[config.mk]
export PLATFORM = sky130hd
export DESIGN_NAME = dac_pacer
export DESIGN_NICKNAME = d
export VERILOG_FILES = /design/src/rtl/dac_pacer_pkg.sv /design/src/rtl/pacer_countdown.sv /design/src/rtl/pacer_dataregs.sv /design/src/rtl/dac_pacer.sv
export SDC_FILE = /design/constraint.sdc
export NUM_CORES = 1
export LEC_CHECK = 0
export BUFFER_PORTS_ARGS = -buffer_cell sky130_fd_sc_hd__buf_2
export CORE_AREA = 2 2 82 84
export CTS_CLUSTER_SIZE = 30
export DETAILED_ROUTE_END_ITERATION = 16
export DIE_AREA = 0 0 84 86
export PLACE_DENSITY = 0.81
export SYNTH_ARGS = -nofsm -noshare
export SYNTH_HDL_FRONTEND = slang
export SYNTH_SLANG_ARGS = --single-unit
[constraint.sdc]
create_clock -name clk -period 2.4 [get_ports clk]
set_input_delay 0.12 -clock clk [delete_from_list [all_inputs] [get_ports clk]]
set_output_delay 0.12 -clock clk [all_outputs]
set_load 0.01 [all_outputs]
[src/rtl/dac_pacer_pkg.sv]
`timescale 1ns/1ps
package dac_pacer_pkg;
    localparam int ADDR_W = 2;

    localparam logic [ADDR_W-1:0] REG_DATA   = 2'd0;
    localparam logic [ADDR_W-1:0] REG_CTRL   = 2'd1;
    localparam logic [ADDR_W-1:0] REG_RELOAD = 2'd2;

    // Control bit positions, visible to software
    localparam int CTL_REQ   = 0;
    localparam int CTL_STAGE = 1;
    localparam int CTL_CNTEN = 2;
    localparam int CTL_DMAEN = 3;
    localparam int CTL_W     = 4;

    // Packed so that field order equals bit order in the register
    typedef struct packed {
        logic dma_en;
        logic cnt_en;
        logic stage;
        logic req;
    } ctl_t;
endpackage

[src/rtl/pacer_countdown.sv]
`timescale 1ns/1ps
module pacer_countdown #(
    parameter int CNT_W = 16
) (
    input  logic             clk,
    input  logic             rst_n,
    input  logic             en,
    input  logic             tick,
    input  logic             load,
    input  logic [CNT_W-1:0] reload,
    output logic             timeout
);
    typedef struct packed {
        logic [CNT_W-1:0] cnt;
    } cnt_st_t;

    cnt_st_t st_d, st_q;

    always_comb begin
        st_d    = st_q;
        timeout = 1'b0;
        if (load) begin
            st_d.cnt = reload;
        end else if (en && tick) begin
            if (st_q.cnt == '0) begin
                st_d.cnt = reload;
                timeout  = 1'b1;
            end else begin
                st_d.cnt = st_q.cnt - 1'b1;
            end
        end
    end

    always_ff @(posedge clk) begin
        if (!rst_n) st_q <= '0;
        else        st_q <= st_d;
    end

    AST_IDLE_HOLDS: assert property (@(posedge clk) disable iff (!rst_n)
        (!en && !load) |=> $stable(st_q.cnt));
    AST_RELOAD_AFTER_TIMEOUT: assert property (@(posedge clk) disable iff (!rst_n)
        (timeout && !load) |=> (st_q.cnt == $past(reload)));
    AST_STEP_DOWN: assert property (@(posedge clk) disable iff (!rst_n)
        (en && tick && !load && st_q.cnt != '0) |=> (st_q.cnt == $past(st_q.cnt) - 1'b1));
endmodule

[src/rtl/pacer_dataregs.sv]
`timescale 1ns/1ps
module pacer_dataregs #(
    parameter int DATA_W = 12
) (
    input  logic              clk,
    input  logic              rst_n,
    input  logic              wr,
    input  logic [DATA_W-1:0] wdata,
    input  logic              staged,
    input  logic              commit,
    output logic [DATA_W-1:0] active
);
    typedef struct packed {
        logic [DATA_W-1:0] stage;
        logic [DATA_W-1:0] active;
    } data_st_t;

    data_st_t st_d, st_q;

    always_comb begin
        st_d = st_q;
        if (staged) begin
            // Commit uses the stage as it stood before this cycle's write
            if (commit) st_d.active = st_q.stage;
            if (wr)     st_d.stage  = wdata;
        end else if (wr) begin
            st_d.active = wdata;
        end
    end

    always_ff @(posedge clk) begin
        if (!rst_n) st_q <= '0;
        else        st_q <= st_d;
    end

    assign active = st_q.active;

    AST_STAGED_HOLD: assert property (@(posedge clk) disable iff (!rst_n)
        (staged && !commit) |=> $stable(active));
    AST_DIRECT_WRITE: assert property (@(posedge clk) disable iff (!rst_n)
        (!staged && wr) |=> (active == $past(wdata)));
    AST_COMMIT_OLD: assert property (@(posedge clk) disable iff (!rst_n)
        (staged && commit) |=> (active == $past(st_q.stage)));
endmodule

[src/rtl/dac_pacer.sv]
`timescale 1ns/1ps
module dac_pacer
    import dac_pacer_pkg::*;
#(
    parameter int BUS_W  = 32,
    parameter int CNT_W  = 16,
    parameter int DATA_W = 12
) (
    input  logic                clk,
    input  logic                rst_n,
    input  logic                tick,
    input  logic                bus_we,
    input  logic [ADDR_W-1:0]   bus_addr,
    input  logic [BUS_W-1:0]    bus_wdata,
    output logic [BUS_W-1:0]    bus_rdata,
    output logic [DATA_W-1:0]   dac_value,
    output logic                dac_enable,
    output logic                dma_req
);
    typedef struct packed {
        ctl_t             ctl;
        logic [CNT_W-1:0] reload;
    } top_st_t;

    top_st_t st_d, st_q;

    logic data_wr, ctl_wr, reload_wr;
    logic cnt_load, timeout, staged;
    logic unused_wdata_hi;

    assign data_wr   = bus_we && (bus_addr == REG_DATA);
    assign ctl_wr    = bus_we && (bus_addr == REG_CTRL);
    assign reload_wr = bus_we && (bus_addr == REG_RELOAD);
    assign cnt_load  = ctl_wr && bus_wdata[CTL_CNTEN] && !st_q.ctl.cnt_en;
    assign staged    = st_q.ctl.stage && st_q.ctl.cnt_en;
    assign unused_wdata_hi = ^bus_wdata[BUS_W-1:CNT_W];

    always_comb begin
        st_d = st_q;
        if (ctl_wr) begin
            st_d.ctl.stage  = bus_wdata[CTL_STAGE];
            st_d.ctl.cnt_en = bus_wdata[CTL_CNTEN];
            st_d.ctl.dma_en = bus_wdata[CTL_DMAEN];
        end
        if (reload_wr) st_d.reload  = bus_wdata[CNT_W-1:0];
        if (data_wr)   st_d.ctl.req = 1'b0;
        if (timeout)   st_d.ctl.req = 1'b1;
    end

    always_ff @(posedge clk) begin
        if (!rst_n) st_q <= '0;
        else        st_q <= st_d;
    end

    pacer_countdown #(.CNT_W(CNT_W)) i_countdown (
        .clk     (clk),
        .rst_n   (rst_n),
        .en      (st_q.ctl.cnt_en),
        .tick    (tick),
        .load    (cnt_load),
        .reload  (st_q.reload),
        .timeout (timeout)
    );

    pacer_dataregs #(.DATA_W(DATA_W)) i_dataregs (
        .clk    (clk),
        .rst_n  (rst_n),
        .wr     (data_wr),
        .wdata  (bus_wdata[DATA_W-1:0]),
        .staged (staged),
        .commit (timeout),
        .active (dac_value)
    );

    always_comb begin
        bus_rdata = '0;
        case (bus_addr)
            REG_DATA:   bus_rdata[DATA_W-1:0] = dac_value;
            REG_CTRL:   bus_rdata[CTL_W-1:0]  = st_q.ctl;
            REG_RELOAD: bus_rdata[CNT_W-1:0]  = st_q.reload;
            default:    bus_rdata = '0;
        endcase
    end

    assign dac_enable = st_q.ctl.dma_en;
    assign dma_req    = st_q.ctl.req && st_q.ctl.dma_en;

    AST_REQ_GATED: assert property (@(posedge clk) disable iff (!rst_n)
        dma_req |-> dac_enable);
    AST_FLAG_ON_TIMEOUT: assert property (@(posedge clk) disable iff (!rst_n)
        timeout |=> st_q.ctl.req);
    AST_FLAG_CLEARED: assert property (@(posedge clk) disable iff (!rst_n)
        (data_wr && !timeout) |=> !st_q.ctl.req);
    AST_RSVD_ZERO: assert property (@(posedge clk) disable iff (!rst_n)
        (bus_addr == REG_CTRL) |-> (bus_rdata[BUS_W-1:CTL_W] == '0));
endmodule

==> run summary <==
PLACED DESIGN
----------------------------------------------------------------------------------
Port Buffers ........................................................           51
Placement-stage cell area ...........................................     3480 um2
Placer congestion estimate ..........................................        0.891
HPWL after detailed placement .......................................      5910 um

WORST SETUP PATH
----------------------------------------------------------------------------------
Slack of the worst reg-to-reg path ..................................       230 ps
Reg2reg end ......................................................... i_dataregs.active[3]$_SDFFE_PN0P_
Kind of start point of the critical path ............................     register
Launching point of the worst reg2reg path ........................... i_countdown.st_q[0]$_SDFFE_PN0P_
Critical path endpoint .............................................. i_dataregs.active[3]$_SDFFE_PN0P_
Worst path slowest cell ............................................. sky130_fd_sc_hd__dfxtp_1
Cells along the critical path ....................................... inv_1, ha_1, nor4b_4, nand4_1, buf_4, o21ai_2, buf_12, nor2_1, a311oi_1
Crit Path Max Fanout ................................................           24
R2R depth ...........................................................            9
Class of the most critical setup path ...............................   reg -> reg
Slowest stage delay, CP .............................................       350 ps
Endpoint type of the worst setup path ...............................     register
Worst path arrival time .............................................      2390 ps
Crit. Startpoint .................................................... i_countdown.st_q[0]$_SDFFE_PN0P_
Worst endpoint required time ........................................      2620 ps

SYNTH
----------------------------------------------------------------------------------
Mean instance size in the synthesized netlist .......................     8.05 um2
Sequential share of the synthesized area ............................        36.8%
Cell with the most instances after synthesis ........................ sky130_fd_sc_hd__nand2_1
Fraction of synthesized cell area taken by the top area cell type ...        36.8%
Prevailing post-synth register cell ................................. sky130_fd_sc_hd__dfxtp_1
Most common library cells after synthesis ........................... sky130_fd_sc_hd__nand2_1 (64), sky130_fd_sc_hd__dfxtp_1 (60), sky130_fd_sc_hd__nor2_1 (47)
Synth area leaders .................................................. sky130_fd_sc_hd__dfxtp_1 (37%), sky130_fd_sc_hd__mux2i_1 (8.3%), sky130_fd_sc_hd__nand2_1 (7.4%), sky130_fd_sc_hd__buf_4 (6.4%), sky130_fd_sc_hd__nor2_1 (5.4%)
Post-synthesis sequential element count .............................           60
Cells after synthesis ...............................................          406
Warnings from Yosys .................................................            0
Dominant cell type by area after synthesis .......................... sky130_fd_sc_hd__dfxtp_1
Fraction of registers with async set/reset ..........................           0%
Area of the mapped netlist ..........................................     3270 um2
Count of distinct cell types in the synthesized netlist .............           55
Count of flip-flops with a built-in enable after synthesis ..........            0

RUN STATUS
----------------------------------------------------------------------------------
Status .............................................................. finished clean

TIMING
----------------------------------------------------------------------------------
Unrepaired setup endpoints after global routing .....................        false
Clk_skew ............................................................      7.33 ps
Pin slew with the least headroom to its limit .......................       954 ps
Final TNS setup .....................................................         0 ps
Count of pins over their slew limit .................................            0
Post-layout minimum cycle time ......................................      2170 ps
Count of endpoints failing setup in the final report ................            0
Final hold viol count ...............................................            0
F_max ...............................................................      462 MHz
Slew margin rel. ....................................................        36.3%
Ratio of final minimum period to clock period .......................        90.2%

ROUTING
----------------------------------------------------------------------------------
Initial drt markers .................................................          231
Routed wire per std cell ............................................      15.7 um
Number of detailed-routing iterations run before antenna repair .....            5
Final wirelength ....................................................      8270 um
Number of DRC violations after detailed routing .....................            0
Antenna violation net count after detailed routing ..................            0
Mean number of vias per cell ........................................         5.86
Total number of vias ................................................        3,078

CLOCKING
----------------------------------------------------------------------------------
Clk pin slew, worst setup/hold paths ................................        70 ps
Clock tree sinks ....................................................           60
Buffer type at the clock tree root .................................. sky130_fd_sc_hd__clkbuf_8
TritonCTS clock tree ................................................         done
Total CTS buffers ...................................................            9
Number of buffers between clock root and the deepest sink ...........            2
Htree depth .........................................................            3
Clock latency at the later pin of the worst-skew pair ...............       340 ps

FLOORPLAN
----------------------------------------------------------------------------------
Die Y-Extent ........................................................        86 um
Boundary pin count ..................................................           84
Initial cell density of the core ....................................        52.1%
Die extent in x .....................................................        84 um
Cell row count ......................................................           29
Die area ............................................................     7220 um2
CORE AREA ...........................................................     6280 um2

GRT
----------------------------------------------------------------------------------
Maximum number of pins on one net before global-route repair ........           56
Vias in the first global route ......................................        2,941
Global router's overall resource usage ..............................        23.8%
Number of antenna violations at the first check in global routing ...            0
Wire length of the first global-routing pass ........................    13,900 um
Aggregate global routing overflow ...................................            0

FINAL LAYOUT
----------------------------------------------------------------------------------
Final design instance area without fill .............................     3680 um2
NumNets Final .......................................................          483
Area growth from synthesis to layout ................................        12.6%
Fill count ..........................................................          546
Share of the core filled with cells .................................        58.6%
Share of final-layout standard cells stronger than drive strength 1 .        21.9%
Antenna Cells .......................................................            0

PWR
----------------------------------------------------------------------------------
Largest voltage drop on the vdd net .................................   0.000455 V
Power density relative to cell area .................................   684 nW/um2
Leakage .............................................................      1.62 nW

WORST HOLD PATH
----------------------------------------------------------------------------------
Worst hold path class ...............................................    in -> reg

JOB
----------------------------------------------------------------------------------
MaxCap Viol Count ...................................................            0

## worst max-delay path: cells and delay by family, from the launching register on
| family | cells | cell delay, ps |
|---|---|---|
| simple gates | 3 | 540 |
| flops | 1 | 350 |
| buf+inv | 3 | 500 |
| fa+ha+maj | 1 | 150 |
| compound gates | 2 | 500 |
## where the power goes
part	internal, mW	switching (mW)	leakage, nW
registers	1.03	0.0382	0.487
logic	0.196	0.332	1.04
clock network	0.505	0.415	0.0983
## metrics by stage
step	total power, mW	std cells	hold WS (ps)	setup WS [ps]
3_3_place_gp	1.59	509	363	202
5_1_grt	2.62	525	28.4	102
2_1_floorplan	1.47	421	237	479
3_5_place_dp	1.60	509	369	121
4_1_cts	2.51	525	10.2	117
6_report	2.52	525	6.66	235
## placed cells by master, fill, tap and decap left out, types with 5 or more instances in the layout
cell | Yosys | routed
sky130_fd_sc_hd__and2_1 | 8 | 8
sky130_fd_sc_hd__nand2_1 | 64 | 64
sky130_fd_sc_hd__nor3_1 | 5 | 5
sky130_fd_sc_hd__nor2_1 | 47 | 46
sky130_fd_sc_hd__a21oi_1 | 22 | 22
sky130_fd_sc_hd__a311oi_1 | 12 | 12
sky130_fd_sc_hd__dfxtp_1 | 60 | 60
sky130_fd_sc_hd__o31ai_1 | 5 | 5
sky130_fd_sc_hd__buf_2 | 7 | 51
sky130_fd_sc_hd__nor4_1 | 5 | 5
sky130_fd_sc_hd__clkbuf_8 | 0 | 10
sky130_fd_sc_hd__buf_4 | 28 | 15
sky130_fd_sc_hd__nand3_1 | 25 | 25
sky130_fd_sc_hd__conb_1 | 1 | 16
sky130_fd_sc_hd__mux2i_1 | 27 | 27
sky130_fd_sc_hd__a31oi_1 | 7 | 7
sky130_fd_sc_hd__o21ai_0 | 9 | 9
## cells by family (layout without fill, tap and decap cells)
group | count (synthesis) | in the layout | synth area share [%]
and+or+nand+nor | 181 | 181 | 27.3
other | 1 | 16 | 0.115
muxes | 27 | 27 | 8.27
buffers and inverters | 60 | 87 | 10.6
AOI/OAI and AO/OA | 75 | 75 | 16.2
DFF | 60 | 60 | 36.8
adders and majority gates | 2 | 2 | 0.766
## metal layers
metal,GRT usage (%),vias up,wire length [um]
li1,-,1468,-
met1,29.8,1477,3600
met2,39.6,111,3990
met3,3.85,22,429
met4,12.6,0,241
met5,0,-,0
## flip-flops by register name (all words and copies together), names as in the netlist
register and flops:
dac_enable 1, i_dataregs.active 12, i_dataregs.st_q 12, st_q 19, i_countdown.st_q 16
## worst min path at each step
stage | from | slack [ps] | cells after the start | endpoint
floorplan | rst_n | 240 | 1 | i_countdown.st_q[11]$_SDFFE_PN0P_
global placement | bus_wdata[14] | 360 | 3 | st_q[14]$_SDFFE_PN0P_
detailed placement | bus_wdata[14] | 370 | 3 | st_q[14]$_SDFFE_PN0P_
CTS | bus_wdata[14] | 10 | 3 | st_q[14]$_SDFFE_PN0P_
global route | bus_wdata[14] | 30 | 3 | st_q[14]$_SDFFE_PN0P_
finish | bus_wdata[14] | 7 | 3 | st_q[14]$_SDFFE_PN0P_
## cell type report
type / instances / area, um2 / share of cell area [%]
clock inverter: 6 / 63.8 / 1.73
inverter: 4 / 15.0 / 0.408
clock buffer: 10 / 138 / 3.74
tap: 77 / 96.3 / 2.62
timing repair buffer: 67 / 388 / 10.5
sequential: 60 / 1200 / 32.6
multi-input combinational: 301 / 1780 / 48.3
## repair_timing
item	4_1_cts	5_1_grt
hold buffers	0	0
gates resized for setup	0	1
buffers inserted	0	0
setup endpoints to repair	0	4
No activity file was read; power rests on OpenSTA's default activity.
